`config.mk`:
```
export PLATFORM = sky130hd
export DESIGN_NAME = i2crep_bridge
export DESIGN_NICKNAME = d
export VERILOG_FILES = /design/src/rtl/i2crep_pkg.sv /design/src/rtl/i2crep_sync.sv /design/src/rtl/i2crep_tracker.sv /design/src/rtl/i2crep_bridge.sv
export SDC_FILE = /design/constraint.sdc
export NUM_CORES = 1
export LEC_CHECK = 0
export BUFFER_PORTS_ARGS = -buffer_cell sky130_fd_sc_hd__buf_2
export CAP_MARGIN = 20
export CORE_MARGIN = 4
export CORE_UTILIZATION = 40
export CTS_BUF_LIST = sky130_fd_sc_hd__clkbuf_4 sky130_fd_sc_hd__clkbuf_8
export DETAILED_ROUTE_END_ITERATION = 8
export PLACE_DENSITY = 0.64
export SKIP_CTS_REPAIR_TIMING = 1
export SLEW_MARGIN = 20
export SYNTH_ARGS = -nofsm -noshare
export SYNTH_HDL_FRONTEND = slang
export SYNTH_HIERARCHICAL = 1
export SYNTH_SLANG_ARGS = --single-unit
```
`constraint.sdc`:
```
create_clock -name clk -period 1.9 [get_ports clk]
set_input_delay 0.19 -clock clk [delete_from_list [all_inputs] [get_ports clk]]
set_output_delay 0.19 -clock clk [all_outputs]
set_load 0.1 [all_outputs]
```
`src/rtl/i2crep_pkg.sv`:
```
// Shared types for the I2C direction-tracking repeater.
package i2crep_pkg;
    // Transfer position decoded from the master segment
    typedef enum logic [1:0] {
        PH_IDLE  = 2'd0,
        PH_ADDR  = 2'd1,
        PH_WRITE = 2'd2,
        PH_READ  = 2'd3
    } phase_t;

    // Segment allowed to drive SDA in the current bit
    typedef enum logic {
        OWN_MASTER = 1'b0,
        OWN_SLAVE  = 1'b1
    } owner_t;
endpackage

```
`src/rtl/i2crep_sync.sv`:
```
// Multi-bit flop-chain synchroniser.
// Assumes each bit is an independent slow level (SCL/SDA), so no bus coherence is needed.
module i2crep_sync #(
    parameter int              WIDTH     = 3,
    parameter int              STAGES    = 2,
    parameter logic [WIDTH-1:0] RESET_VAL = '1
) (
    input  logic             clk,
    input  logic             rst_n,
    input  logic [WIDTH-1:0] d_i,
    output logic [WIDTH-1:0] q_o
);
    logic [WIDTH-1:0] chain [STAGES];

    genvar g;
    generate
        for (g = 0; g < STAGES; g++) begin : g_stage
            // One register stage of the chain
            always_ff @(posedge clk) begin
                if (!rst_n) chain[g] <= RESET_VAL;
                else if (g == 0) chain[g] <= d_i;
                else chain[g] <= chain[(g == 0) ? 0 : g - 1];
            end
        end
    endgenerate

    assign q_o = chain[STAGES-1];
endmodule

```
`src/rtl/i2crep_tracker.sv`:
```
// Protocol tracker: finds START/STOP on the master segment, counts bits, latches R/W
// and decides which segment owns SDA for the next bit.
// Assumes synchronised inputs and one master / one slave, no clock stretching.
module i2crep_tracker
    import i2crep_pkg::*;
#(
    parameter int BITS = 8
) (
    input  logic   clk,
    input  logic   rst_n,
    input  logic   scl_s,
    input  logic   msda_s,
    output phase_t phase_q,
    output owner_t owner_q,
    output logic   rw_q,
    output logic   scl_fall,
    output logic   start_evt,
    output logic   stop_evt
);
    localparam int ACK_IDX = BITS + 1;
    localparam int CNT_W   = $clog2(ACK_IDX + 1);
    localparam logic [CNT_W-1:0] LAST_DATA = CNT_W'(BITS);
    localparam logic [CNT_W-1:0] ACK_CNT   = CNT_W'(ACK_IDX);
    localparam logic [CNT_W-1:0] RW_PREV   = CNT_W'(BITS - 1);

    logic             scl_q, msda_q, hold_q, scl_rise;
    logic [CNT_W-1:0] cnt_q;
    phase_t           next_phase;
    owner_t           next_owner;

    assign scl_rise  = scl_s & ~scl_q;
    assign scl_fall  = ~scl_s & scl_q;
    assign start_evt = scl_s & scl_q & msda_q & ~msda_s & (owner_q == OWN_MASTER);
    assign stop_evt  = scl_s & scl_q & ~msda_q & msda_s & (owner_q == OWN_MASTER);

    // Phase and owner for the first bit of the byte after an acknowledge slot
    always_comb begin
        next_phase = phase_q;
        next_owner = OWN_MASTER;
        case (phase_q)
            PH_ADDR: begin
                next_phase = rw_q ? PH_READ : PH_WRITE;
                next_owner = (rw_q && !hold_q) ? OWN_SLAVE : OWN_MASTER;
            end
            PH_READ:  next_owner = hold_q ? OWN_MASTER : OWN_SLAVE;
            default:  next_owner = OWN_MASTER;
        endcase
    end

    // Edge history, bit counter, phase, R/W latch, not-acknowledge hold and owner
    always_ff @(posedge clk) begin
        if (!rst_n) begin
            scl_q   <= 1'b1;
            msda_q  <= 1'b1;
            cnt_q   <= '0;
            phase_q <= PH_IDLE;
            owner_q <= OWN_MASTER;
            rw_q    <= 1'b0;
            hold_q  <= 1'b0;
        end else begin
            scl_q  <= scl_s;
            msda_q <= msda_s;
            if (start_evt) begin
                phase_q <= PH_ADDR;
                cnt_q   <= '0;
                owner_q <= OWN_MASTER;
                hold_q  <= 1'b0;
            end else if (stop_evt) begin
                phase_q <= PH_IDLE;
                cnt_q   <= '0;
                owner_q <= OWN_MASTER;
                hold_q  <= 1'b0;
            end else if (phase_q != PH_IDLE) begin
                if (scl_rise) begin
                    cnt_q <= cnt_q + 1'b1;
                    if (phase_q == PH_ADDR && cnt_q == RW_PREV) rw_q <= msda_s;
                    if ((phase_q == PH_READ || phase_q == PH_ADDR) && cnt_q == LAST_DATA)
                        hold_q <= hold_q | msda_s;
                end else if (scl_fall) begin
                    if (cnt_q == ACK_CNT) begin
                        cnt_q   <= '0;
                        phase_q <= next_phase;
                        owner_q <= next_owner;
                    end else if (cnt_q == LAST_DATA) begin
                        owner_q <= (phase_q == PH_READ) ? OWN_MASTER : OWN_SLAVE;
                    end else if (cnt_q != '0) begin
                        owner_q <= (phase_q == PH_READ && !hold_q) ? OWN_SLAVE : OWN_MASTER;
                    end
                end
            end
        end
    end
endmodule

```
`src/rtl/i2crep_bridge.sv`:
```
// Top of the I2C direction-tracking repeater.
// Synchronises both segments, tracks the protocol and pulls the non-owning segment's
// SDA low whenever the owner's SDA is low. SCL goes master -> slave only.
// Assumes clk is many times faster than SCL and the pads are open-drain (oe=1 pulls low).
module i2crep_bridge
    import i2crep_pkg::*;
#(
    parameter int SYNC_STAGES = 2,
    parameter int BYTE_BITS   = 8
) (
    input  logic       clk,
    input  logic       rst_n,
    input  logic       m_scl_i,
    input  logic       m_sda_i,
    input  logic       s_sda_i,
    output logic       m_sda_oe,
    output logic       s_sda_oe,
    output logic       s_scl_oe,
    output logic [1:0] phase_o,
    output logic       owner_o,
    output logic       rw_o
);
    localparam int N_LINES = 3;

    logic [N_LINES-1:0] raw, synced;
    logic               scl_s, msda_s, ssda_s;
    logic               scl_fall, start_evt, stop_evt, rw_q;
    phase_t             phase_q;
    owner_t             owner_q;

    assign raw = {m_scl_i, m_sda_i, s_sda_i};
    assign {scl_s, msda_s, ssda_s} = synced;

    i2crep_sync #(
        .WIDTH    (N_LINES),
        .STAGES   (SYNC_STAGES),
        .RESET_VAL({N_LINES{1'b1}})
    ) u_sync (
        .clk  (clk),
        .rst_n(rst_n),
        .d_i  (raw),
        .q_o  (synced)
    );

    i2crep_tracker #(
        .BITS(BYTE_BITS)
    ) u_trk (
        .clk      (clk),
        .rst_n    (rst_n),
        .scl_s    (scl_s),
        .msda_s   (msda_s),
        .phase_q  (phase_q),
        .owner_q  (owner_q),
        .rw_q     (rw_q),
        .scl_fall (scl_fall),
        .start_evt(start_evt),
        .stop_evt (stop_evt)
    );

    // Relay the owner's level onto the other segment; SCL forwarded one way
    always_comb begin
        m_sda_oe = (owner_q == OWN_SLAVE)  && !ssda_s;
        s_sda_oe = (owner_q == OWN_MASTER) && !msda_s;
        s_scl_oe = !scl_s;
    end

    assign phase_o = phase_q;
    assign owner_o = owner_q;
    assign rw_o    = rw_q;
endmodule

```
==> results of run 1 <==
-- power groups by stage --
stage	sequential (mW)	clock, mW	combinational [mW]
final	0.371	0.191	0.0577
after global routing	0.373	0.222	0.0633
after CTS	0.372	0.203	0.0581
after detailed placement	0.380	0	0.0580
after global placement	0.380	0	0.0572
after floorplan	0.386	0	0.0360
-- final cells by class --
class	instances	area, um2	area share
Multi-Input combinational cell	70	458	0.486
Sequential cell	17	342	0.363
Timing Repair Buffer	11	55.1	0.0584
Inverter	7	26.3	0.0279
Clock inverter	1	5.00	0.00531
Clock buffer	3	22.5	0.0239
Tap cell	27	33.8	0.0359
-- sequential cells by signal, summed over array words and instances (netlist names) --
name,flops
u_trk/owner_q,1
u_trk/rw_q,1
u_trk/phase_q,2
u_trk/cnt_q,4
u_trk/hold_q,1
u_trk/scl_q,1
u_trk/msda_q,1
u_sync/chain,6
-- layout by cell type (no fill, tap or decap) --
master / instances
dfxtp_1: 16
buf_2: 11
nand2b_1: 8
nor2_1: 8
inv_1: 7
nand2_1: 7
o21ai_0: 6
ha_1: 6
a21oi_1: 5
nand3_1: 4
clkbuf_4: 3
o21ai_1: 2
and3_1: 2
nor4_1: 2
o21a_1: 2
a31oi_1: 2
nor2b_4: 1
nor2_2: 1
clkinv_2: 1
nor2b_1: 1
xnor2_1: 1
o21ba_2: 1
xor2_1: 1
and4b_1: 1
o2111ai_1: 1
nor3b_1: 1
and3b_1: 1
and2b_1: 1
o211ai_1: 1
a221oi_2: 1
and2_1: 1
a32oi_1: 1
nor3_1: 1
dfxtp_2: 1
-- worst max-delay path: cells and delay by family (launching register included) --
kind	cells	cell delay, ps
flip-flops	1	440
AND/OR/NAND/NOR	1	170
buffers and inverters	1	420
-- metal layers --
layer / wire length [um] / part of all wire / GRT usage / vias to the layer above
li1: - / - / - / 355
met1: 719 / 0.48 / 0.160 / 316
met2: 672 / 0.45 / 0.188 / 15
met3: 93 / 0.062 / 0.0554 / 2
met4: 12 / 0.0080 / 0.0255 / 0
met5: 0 / 0 / 0 / -
-- worst paths after layout --
check,start,endpoint,slack [ps],cells past startpoint
hold / removal,m_sda_i,u_sync/chain[0][1],70,2
hold reg to reg,u_sync/chain[0][2],u_sync/chain[1][2],420,1
setup / recovery,u_trk/owner_q,m_sda_oe,400,2
setup reg to reg,u_sync/chain[1][2],u_trk/rw_q,410,5
-- per-stage QoR --
stage          area, um2  power [mW]  utilization  hold slack [ps]
6_report             942       0.620        0.480             72.6
5_1_grt              942       0.658        0.480             62.8
4_1_cts              942       0.632        0.480             61.4
3_5_place_dp         915       0.438        0.466              374
3_3_place_gp         915       0.437        0.466              371
2_1_floorplan        838       0.422            -              259
==> metrics.csv, run 1 <==
stage,metric,value,unit
clock_tree,Sink Count,17,
pwr,Combinational Power Share,0.093,
cells_and_area,# fillers,204,
logic_synthesis,Mapped Area,835,um2
clock_tree,H-tree levels,1,
placed_design,Port Buffer Count,11,
floorplanning,cell row count,16,
pwr,PwrDens,659,nW/um2
critical_path,CP Data Required Time,1710,ps
detailed_routing,detailed-route via count,688,
grt,gr ovfl total,0,
sta,final hold vios,0,
grt,largest net degree at the start of global routing,13,
sta,post-route clock period utilization,0.791,
clock_tree,latest clock arrival within the worst-skew pair,290,ps
detailed_routing,antenna-violating nets left,0,
clock_tree,worst-case clock buffer depth,2,
pwr,internal power,0.460,mW
critical_path,CP Cell Sequence,nor2b_4 -> buf_2,
sta,post-route worst setup slack,397,ps
grt,GRT Util Overall,0.123,
floorplanning,Initial Utilization,0.425,
logic_synthesis,yosys warns,6,
critical_path,max incr delay on CP,440,ps
logic_synthesis,"Avg Cell Area, Syn",8.69,um2
sta,final slew viol count,0,
grt,antenna violations before repair,0,
status,status,"finished, final reports clean",
detailed_routing,Routed WL,1.50,mm
logic_synthesis,syn_nets,107,
sta,Slew headroom,0.625,
cells_and_area,diode count,0,
cells_and_area,area delta synth->final,12.9,%
placed_design,pre-CTS setup slack,439,ps
grt,first-pass GRT wire length,2.59,mm
pwr,P_sw,0.161,mW
sta,Slew @ Worst Pin,558,ps
clock_tree,Root Driver,clkbuf_4,
critical_path,Worst EP arrival,1310,ps
critical_path,CP max stage cell,dfxtp_1,
placed_design,post-DP HPWL,1.14,mm
pwr,VDD IR-drop max,0.533,mV
clock_tree,CTS tree,done,
sta,Highest Clock Rate,0.666,GHz
sta,crit path time final,1500,ps
critical_path,endpoint class of the critical path,output pin,
pwr,Flop pwr share,0.599,
cells_and_area,Final Non-Filler Cells,136,
pwr,sw frac,0.259,
min_path,HP Class,input port to flop,
clock_tree,CTS Buf Count,3,
detailed_routing,Vias/cell,5.06,
detailed_routing,Residual DRC,0,
sta,RSZ-0062 raised after global routing,false,
pwr,power share of the clock group,0.308,
floorplanning,Die H,53.7,um
cells_and_area,share of cells above drive strength 1,0.183,
detailed_routing,DRT Pass-1 Iters,4,
sta,setup TNS,0,ps
placed_design,gpl congestion,0.790,
floorplanning,die area,2880,um2
critical_path,WS Path Type,flop to output pin,
floorplanning,Top Ports,12,
detailed_routing,wire per inst,11.0,um
sta,Final Skew,2.71,ps
floorplanning,Die X,53.7,um
critical_path,crit path max fanout,6,
critical_path,Critical Path Source Type,flop,
job,Max-Cap Viols,0,
placed_design,placed cell count,132,
logic_synthesis,Post-Syn Instances,96,
sta,final setup vio count,0,
clock_tree,clock transition at the registers of the reported paths,100,ps
grt,vias in the first global route,609,
cells_and_area,Nets,121,
floorplanning,core area,1960,um2
detailed_routing,Starting DRT DRC Count,16,
pwr,Leak,0.417,nW
No activity file was read; power rests on OpenSTA's default activity.
==> run 2, diff against run 1 <==
Clock period 1.9 ns to 1.45 ns, I/O delays scaled along.
==> run 2 against run 1 <==
  * Critical endpoint is now u_trk/owner_q
  * Count of clock-buffer cells in the layout is the same
  * Die area is the same
  * Highest routed layer unchanged
  * Clock power grew 34%
  * Largest power group unchanged
  * Critical path depth grew 4
  * Combinational power grew 44%
  * Worst hold slack lost 42 ps
  * Sequential power grew 30%
  * Register-to-register slack lost 340 ps
  * Critical path type is now flop to flop
  * Sequential cell count is the same
  * Utilization grew 5.1 points
==> metrics.csv, run 2 (synthesized netlist as in run 1, its figures left out) <==
stage,metric,value,unit,change
sta,Highest Clock Rate,0.724,GHz,
min_path,Hold Crit Start,m_sda_i,,
cells_and_area,share of cells above drive strength 1,0.345,,+0.161
detailed_routing,Vias/cell,5.13,,+1.3%
critical_path,endpoint class of the critical path,flop,,
sta,final setup vio count,0,,unchanged
clock_tree,CTS tree,done,,
pwr,overall power consumption,0.819,mW,+32%
pwr,P_sw,0.218,mW,+36%
grt,largest net degree at the start of global routing,13,,unchanged
pwr,VDD IR-drop max,0.612,mV,+15%
critical_path,reg2reg start,u_trk/cnt_q[1],,
grt,first-pass GRT wire length,2.78,mm,+7.5%
placed_design,placed cell count,137,,+3.8%
sta,Slew @ Worst Pin,486,ps,-72.1 ps
cells_and_area,area delta synth->final,24.9,%,
clock_tree,CTS Buf Count,3,,unchanged
placed_design,Port Buffer Count,11,,unchanged
pwr,internal power,0.601,mW,+31%
grt,gr ovfl total,0,,unchanged
detailed_routing,DRT Pass-1 Iters,4,,unchanged
floorplanning,Die H,53.7,um,unchanged
sta,Slew headroom,0.678,,+0.0528
sta,post-route clock period utilization,0.953,,
critical_path,Critical Path Source Type,flop,,
critical_path,Worst EP arrival,1580,ps,+270 ps
grt,antenna violations before repair,0,,unchanged
cells_and_area,Largest register FFs,6,,unchanged
critical_path,Critical path origin,u_trk/cnt_q[1],,
pwr,power share of the clock group,0.311,,+0.003
sta,post-route worst setup slack,68.0,ps,-329 ps
detailed_routing,detailed-route via count,733,,+6.5%
detailed_routing,Routed WL,1.70,mm,+13%
pwr,sw frac,0.266,,+0.00713
sta,final slew viol count,0,,unchanged
grt,vias in the first global route,651,,+6.9%
clock_tree,worst-case clock buffer depth,2,,unchanged
detailed_routing,antenna-violating nets left,0,,unchanged
clock_tree,H-tree levels,1,,unchanged
critical_path,crit path max fanout,4,,-2
floorplanning,core area,1960,um2,unchanged
cells_and_area,Largest regs,"u_sync/chain: 6 flops, u_trk/cnt_q: 4 flops, u_trk/phase_q: 2 flops",,
sta,final hold vios,0,,unchanged
clock_tree,Root Driver,clkbuf_4,,
placed_design,pre-CTS setup slack,20.8,ps,-419 ps
cells_and_area,diode count,0,,unchanged
placed_design,post-DP HPWL,1.20,mm,+5.0%
floorplanning,Die X,53.7,um,unchanged
grt,GRT Util Overall,0.133,,+0.00930
cells_and_area,most frequent cells in the layout,"buf_2 (11), dfxtp_1 (10), nand2b_1 (8), nor2_1 (8)",,
sta,Final Skew,2.57,ps,-0.139 ps
pwr,Combinational Power Share,0.101,,+0.008
critical_path,CP Data Required Time,1640,ps,-70 ps
pwr,PwrDens,786,nW/um2,+19%
detailed_routing,Residual DRC,0,,unchanged
sta,crit path time final,1380,ps,
detailed_routing,Starting DRT DRC Count,22,,+6
placed_design,gpl congestion,0.793,,+0.43%
cells_and_area,Nets,128,,+5.8%
cells_and_area,Final Non-Filler Cells,143,,+5.1%
cells_and_area,"commonest non-fill, non-tap cell in the layout",buf_2,,
clock_tree,clock transition at the registers of the reported paths,100,ps,about the same
sta,hold slack final,31.1,ps,-41.5 ps
min_path,HP Class,input port to flop,,
floorplanning,die area,2880,um2,unchanged
floorplanning,Top Ports,12,,unchanged
pwr,Flop pwr share,0.588,,-0.011
cells_and_area,Reg with most FFs,u_sync/chain,,
clock_tree,Sink Count,17,,unchanged
detailed_routing,wire per inst,11.9,um,+7.8%
job,Max-Cap Viols,0,,unchanged
pwr,Leak,0.460,nW,+10%
sta,setup TNS,0,ps,unchanged
floorplanning,cell row count,16,,unchanged
floorplanning,Initial Utilization,0.425,,unchanged
critical_path,WS Path Type,flop to flop,,
clock_tree,latest clock arrival within the worst-skew pair,290,ps,about the same
status,status,"finished, final reports clean",,
[run 2: cell types whose count changed in the layout (fill, tap and decap cells not counted), moves of 2 or more]
cell / change
dfxtp_4: +4
inv_1: -2
inv_2: +2
buf_4: +7
dfxtp_1: -6
dfxtp_2: +2
[run 2: layer usage]
layer / global-route usage / vias up / wire, um
met2: 0.224 / 17 / 819
met1: 0.160 / 344 / 800
li1: - / 370 / -
met4: 0.0638 / 0 / 12
met3: 0.0249 / 2 / 65
met5: 0 / - / 0
[run 2: stage by stage]
stage | utilization | instance area, um2
after floorplan | - | 855
after global placement | 0.494 | 968
after detailed placement | 0.494 | 968
after CTS | 0.508 | 996
after global routing | 0.531 | 1040
final | 0.531 | 1040
[run 2: cell type report]
class / instances / area, um2
Tap cell: 27 / 33.8
Clock buffer: 3 / 22.5
Timing Repair Buffer: 18 / 108
Multi-Input combinational cell: 70 / 488
Sequential cell: 17 / 359
Fill cell: 200 / 920
Clock inverter: 1 / 5.00
Inverter: 7 / 26.3
[run 2: worst max-delay path, cell delays in order (launching register included)]
cell and delay (ps):
dfxtp_2 350, inv_2 60, ha_2 160, and3b_2 200, o211ai_1 80, and3_1 180
a221oi_2 250
[run 2: path summary, 6_finish.rpt]
| check | endpoint | slack (ps) | cells after the start |
|---|---|---|---|
| worst max-delay path | u_trk/owner_q | 70 | 6 |
| worst min-delay path | u_sync/chain[0][1] | 30 | 2 |
| worst max register to register | u_trk/owner_q | 70 | 6 |
| worst min register to register | u_sync/chain[1][0] | 420 | 1 |
[run 2: power groups by stage]
stage          Sequential (mW)  Combinational, mW  Clock [mW]
2_1_floorplan            0.502             0.0473           0
3_3_place_gp             0.493             0.0799           0
3_5_place_dp             0.494             0.0803           0
4_1_cts                  0.483             0.0806       0.264
5_1_grt                  0.483             0.0912       0.282
6_report                 0.481             0.0829       0.255
==> run 3, diff against run 2 <==
Settings changed: GPL_ROUTABILITY_DRIVEN set to 0, REMOVE_ABC_BUFFERS set to 1.
==> run 3 against run 2 <==
  * Non-clock buffer count down 3
  * Setup slack got worse by 15 ps
  * Die area unchanged
  * Wire length increased by 1.9%
  * Maximum frequency shrank 1.1%
  * Combinational power about the same
  * Sequential cell count stayed put
  * Via count is 0.14% higher
  * Register-to-register slack is essentially flat
  * Sequential power grew 1%
  * Global-route usage increased by 1.1 points
==> metrics.csv, run 3 (synthesized netlist as in run 1, its figures left out) <==
stage,metric,value,unit,change
status,status,"finished, final reports clean",,
pwr,sw frac,0.265,,-0.000736
pwr,VDD IR-drop max,0.516,mV,-16%
detailed_routing,detailed-route via count,734,,+0.14%
clock_tree,worst-case clock buffer depth,2,,unchanged
placed_design,post-DP HPWL,1.22,mm,+2.2%
cells_and_area,area delta synth->final,21.7,%,
critical_path,Worst EP arrival,1590,ps,about the same
sta,post-route worst setup slack,53.1,ps,-14.9 ps
detailed_routing,wire per inst,12.4,um,+4.1%
sta,final slew viol count,0,,unchanged
floorplanning,Die H,53.7,um,unchanged
critical_path,WS Path Type,flop to flop,,
critical_path,worst r2r dst,u_trk/cnt_q[1],,
sta,Slew headroom,0.679,,+0.000814
floorplanning,Top Ports,12,,unchanged
clock_tree,H-tree levels,1,,unchanged
grt,largest net degree at the start of global routing,13,,unchanged
detailed_routing,Routed WL,1.73,mm,+1.9%
detailed_routing,antenna-violating nets left,0,,unchanged
critical_path,Critical Path Source Type,flop,,
cells_and_area,diode count,0,,unchanged
job,Max-Cap Viols,0,,unchanged
critical_path,CP Data Required Time,1640,ps,about the same
cells_and_area,Reg with most FFs,u_sync/chain,,
clock_tree,Root Driver,clkbuf_4,,
pwr,Combinational Power Share,0.100,,about the same
clock_tree,CTS tree,done,,
pwr,internal power,0.606,mW,+0.91%
pwr,power share of the clock group,0.311,,about the same
cells_and_area,most frequent cells in the layout,"dfxtp_1 (14), nor2_1 (9), buf_2 (8), nand2b_1 (8), nand2_1 (7)",,
detailed_routing,Vias/cell,5.24,,+2.3%
placed_design,Port Buffer Count,11,,unchanged
critical_path,endpoint class of the critical path,flop,,
cells_and_area,Nets,125,,-2.3%
pwr,P_sw,0.219,mW,+0.53%
clock_tree,Sink Count,17,,unchanged
floorplanning,Initial Utilization,0.425,,unchanged
detailed_routing,DRT Pass-1 Iters,4,,unchanged
sta,final hold vios,0,,unchanged
pwr,overall power consumption,0.826,mW,+0.81%
sta,final setup vio count,0,,unchanged
floorplanning,die area,2880,um2,unchanged
floorplanning,Die X,53.7,um,unchanged
sta,RSZ-0062 raised after global routing,true,,
detailed_routing,Starting DRT DRC Count,18,,-18%
cells_and_area,share of cells above drive strength 1,0.257,,-0.0882
critical_path,reg2reg setup slack,50,ps,about the same
floorplanning,cell row count,16,,unchanged
floorplanning,core area,1960,um2,unchanged
detailed_routing,Residual DRC,0,,unchanged
cells_and_area,Largest register FFs,6,,unchanged
critical_path,reg2reg start,u_sync/chain[1][2],,
critical_path,worst reg2reg path depth,6,,unchanged
sta,Slew @ Worst Pin,485,ps,-1.23 ps
cells_and_area,Largest regs,"u_sync/chain: 6 flops, u_trk/cnt_q: 4 flops, u_trk/phase_q: 2 flops",,
min_path,WHS Path Cells,2,,unchanged
sta,crit path time final,1400,ps,+14.9 ps
min_path,HP Class,input port to flop,,
grt,first-pass GRT wire length,2.99,mm,+7.7%
sta,Highest Clock Rate,0.716,GHz,-1.1%
pwr,Flop pwr share,0.588,,about the same
sta,Final Skew,2.80,ps,+0.229 ps
placed_design,pre-CTS setup slack,-3.64,ps,-24.4 ps
clock_tree,latest clock arrival within the worst-skew pair,290,ps,about the same
cells_and_area,"commonest non-fill, non-tap cell in the layout",dfxtp_1,,
clock_tree,CTS Buf Count,3,,unchanged
pwr,PwrDens,813,nW/um2,+3.4%
grt,antenna violations before repair,0,,unchanged
grt,gr ovfl total,0,,unchanged
clock_tree,clock transition at the registers of the reported paths,100,ps,about the same
grt,vias in the first global route,711,,+9.2%
min_path,Hold EP,u_sync/chain[0][2],,
grt,GRT Util Overall,0.144,,+0.0110
pwr,Leak,0.442,nW,-4.0%
min_path,Hold Crit Start,m_scl_i,,
critical_path,crit path max fanout,4,,unchanged
sta,post-route clock period utilization,0.963,,+0.0103
-- run 3: cell count changes in the layout (fill, tap and decap cells not counted), moves of 2 or more --
cell / before / now
buf_2: 11 / 8
buf_4: 7 / 4
clkbuf_4: 3 / 5
dfxtp_1: 10 / 14
dfxtp_4: 4 / 1
-- run 3: per-layer routing --
layer | part of all wire | GRT usage | vias to the layer above | wire length [um]
met5 | 0 | 0 | - | 0
li1 | - | - | 363 | -
met4 | 0.021 | 0.0511 | 0 | 36
met1 | 0.41 | 0.162 | 334 | 716
met3 | 0.077 | 0.0499 | 6 | 133
met2 | 0.49 | 0.248 | 31 | 843
-- run 3: worst max path at each step --
stage	start	end	slack [ps]	depth (start not counted)
finish	u_sync/chain[1][2]	u_trk/cnt_q[1]	50	6
global route	u_sync/chain[1][2]	u_trk/cnt_q[1]	-40	6
CTS	u_sync/chain[1][2]	u_trk/cnt_q[1]	-20	6
detailed placement	u_sync/chain[1][2]	u_trk/cnt_q[1]	-4	6
global placement	u_sync/chain[1][2]	u_trk/cnt_q[1]	-10	6
floorplan	u_trk/owner_q	s_sda_oe	-780	1
-- run 3: final cells by class --
class                           instances  area, um2
Fill cell                             210        946
Multi-Input combinational cell         70        477
Sequential cell                        17        347
Timing Repair Buffer                   15        105
Tap cell                               27       33.8
Inverter                                7       26.3
Clock buffer                            3       22.5
Clock inverter                          1       5.00
-- run 3: critical path: stages (launching register included) --
cell	delay (ps)
dfxtp_2	370
inv_1	60
ha_1	320
o21ba_4	250
o21ai_1	100
a32oi_1	160
nor2_1	60
-- run 3: metrics by stage --
stage               TNS (ps)  hold WS [ps]   util  cells  instance area (um2)
detailed placement     -3.64           330  0.487    136                  956
finish                     0          24.0  0.518    140                 1020
global route            -125          15.0  0.518    140                 1020
floorplan              -3450           214      -     94                  822
global placement       -14.7           327  0.487    136                  956
CTS                    -20.4          12.7  0.501    140                  983
-- run 3: power by group through the flow --
stage               combinational (mW)  clock, mW  sequential (mW)
floorplan                       0.0469          0            0.506
global placement                0.0787          0            0.497
CTS                             0.0799      0.269            0.487
finish                          0.0829      0.257            0.486
global route                    0.0926      0.287            0.487
detailed placement              0.0798          0            0.498
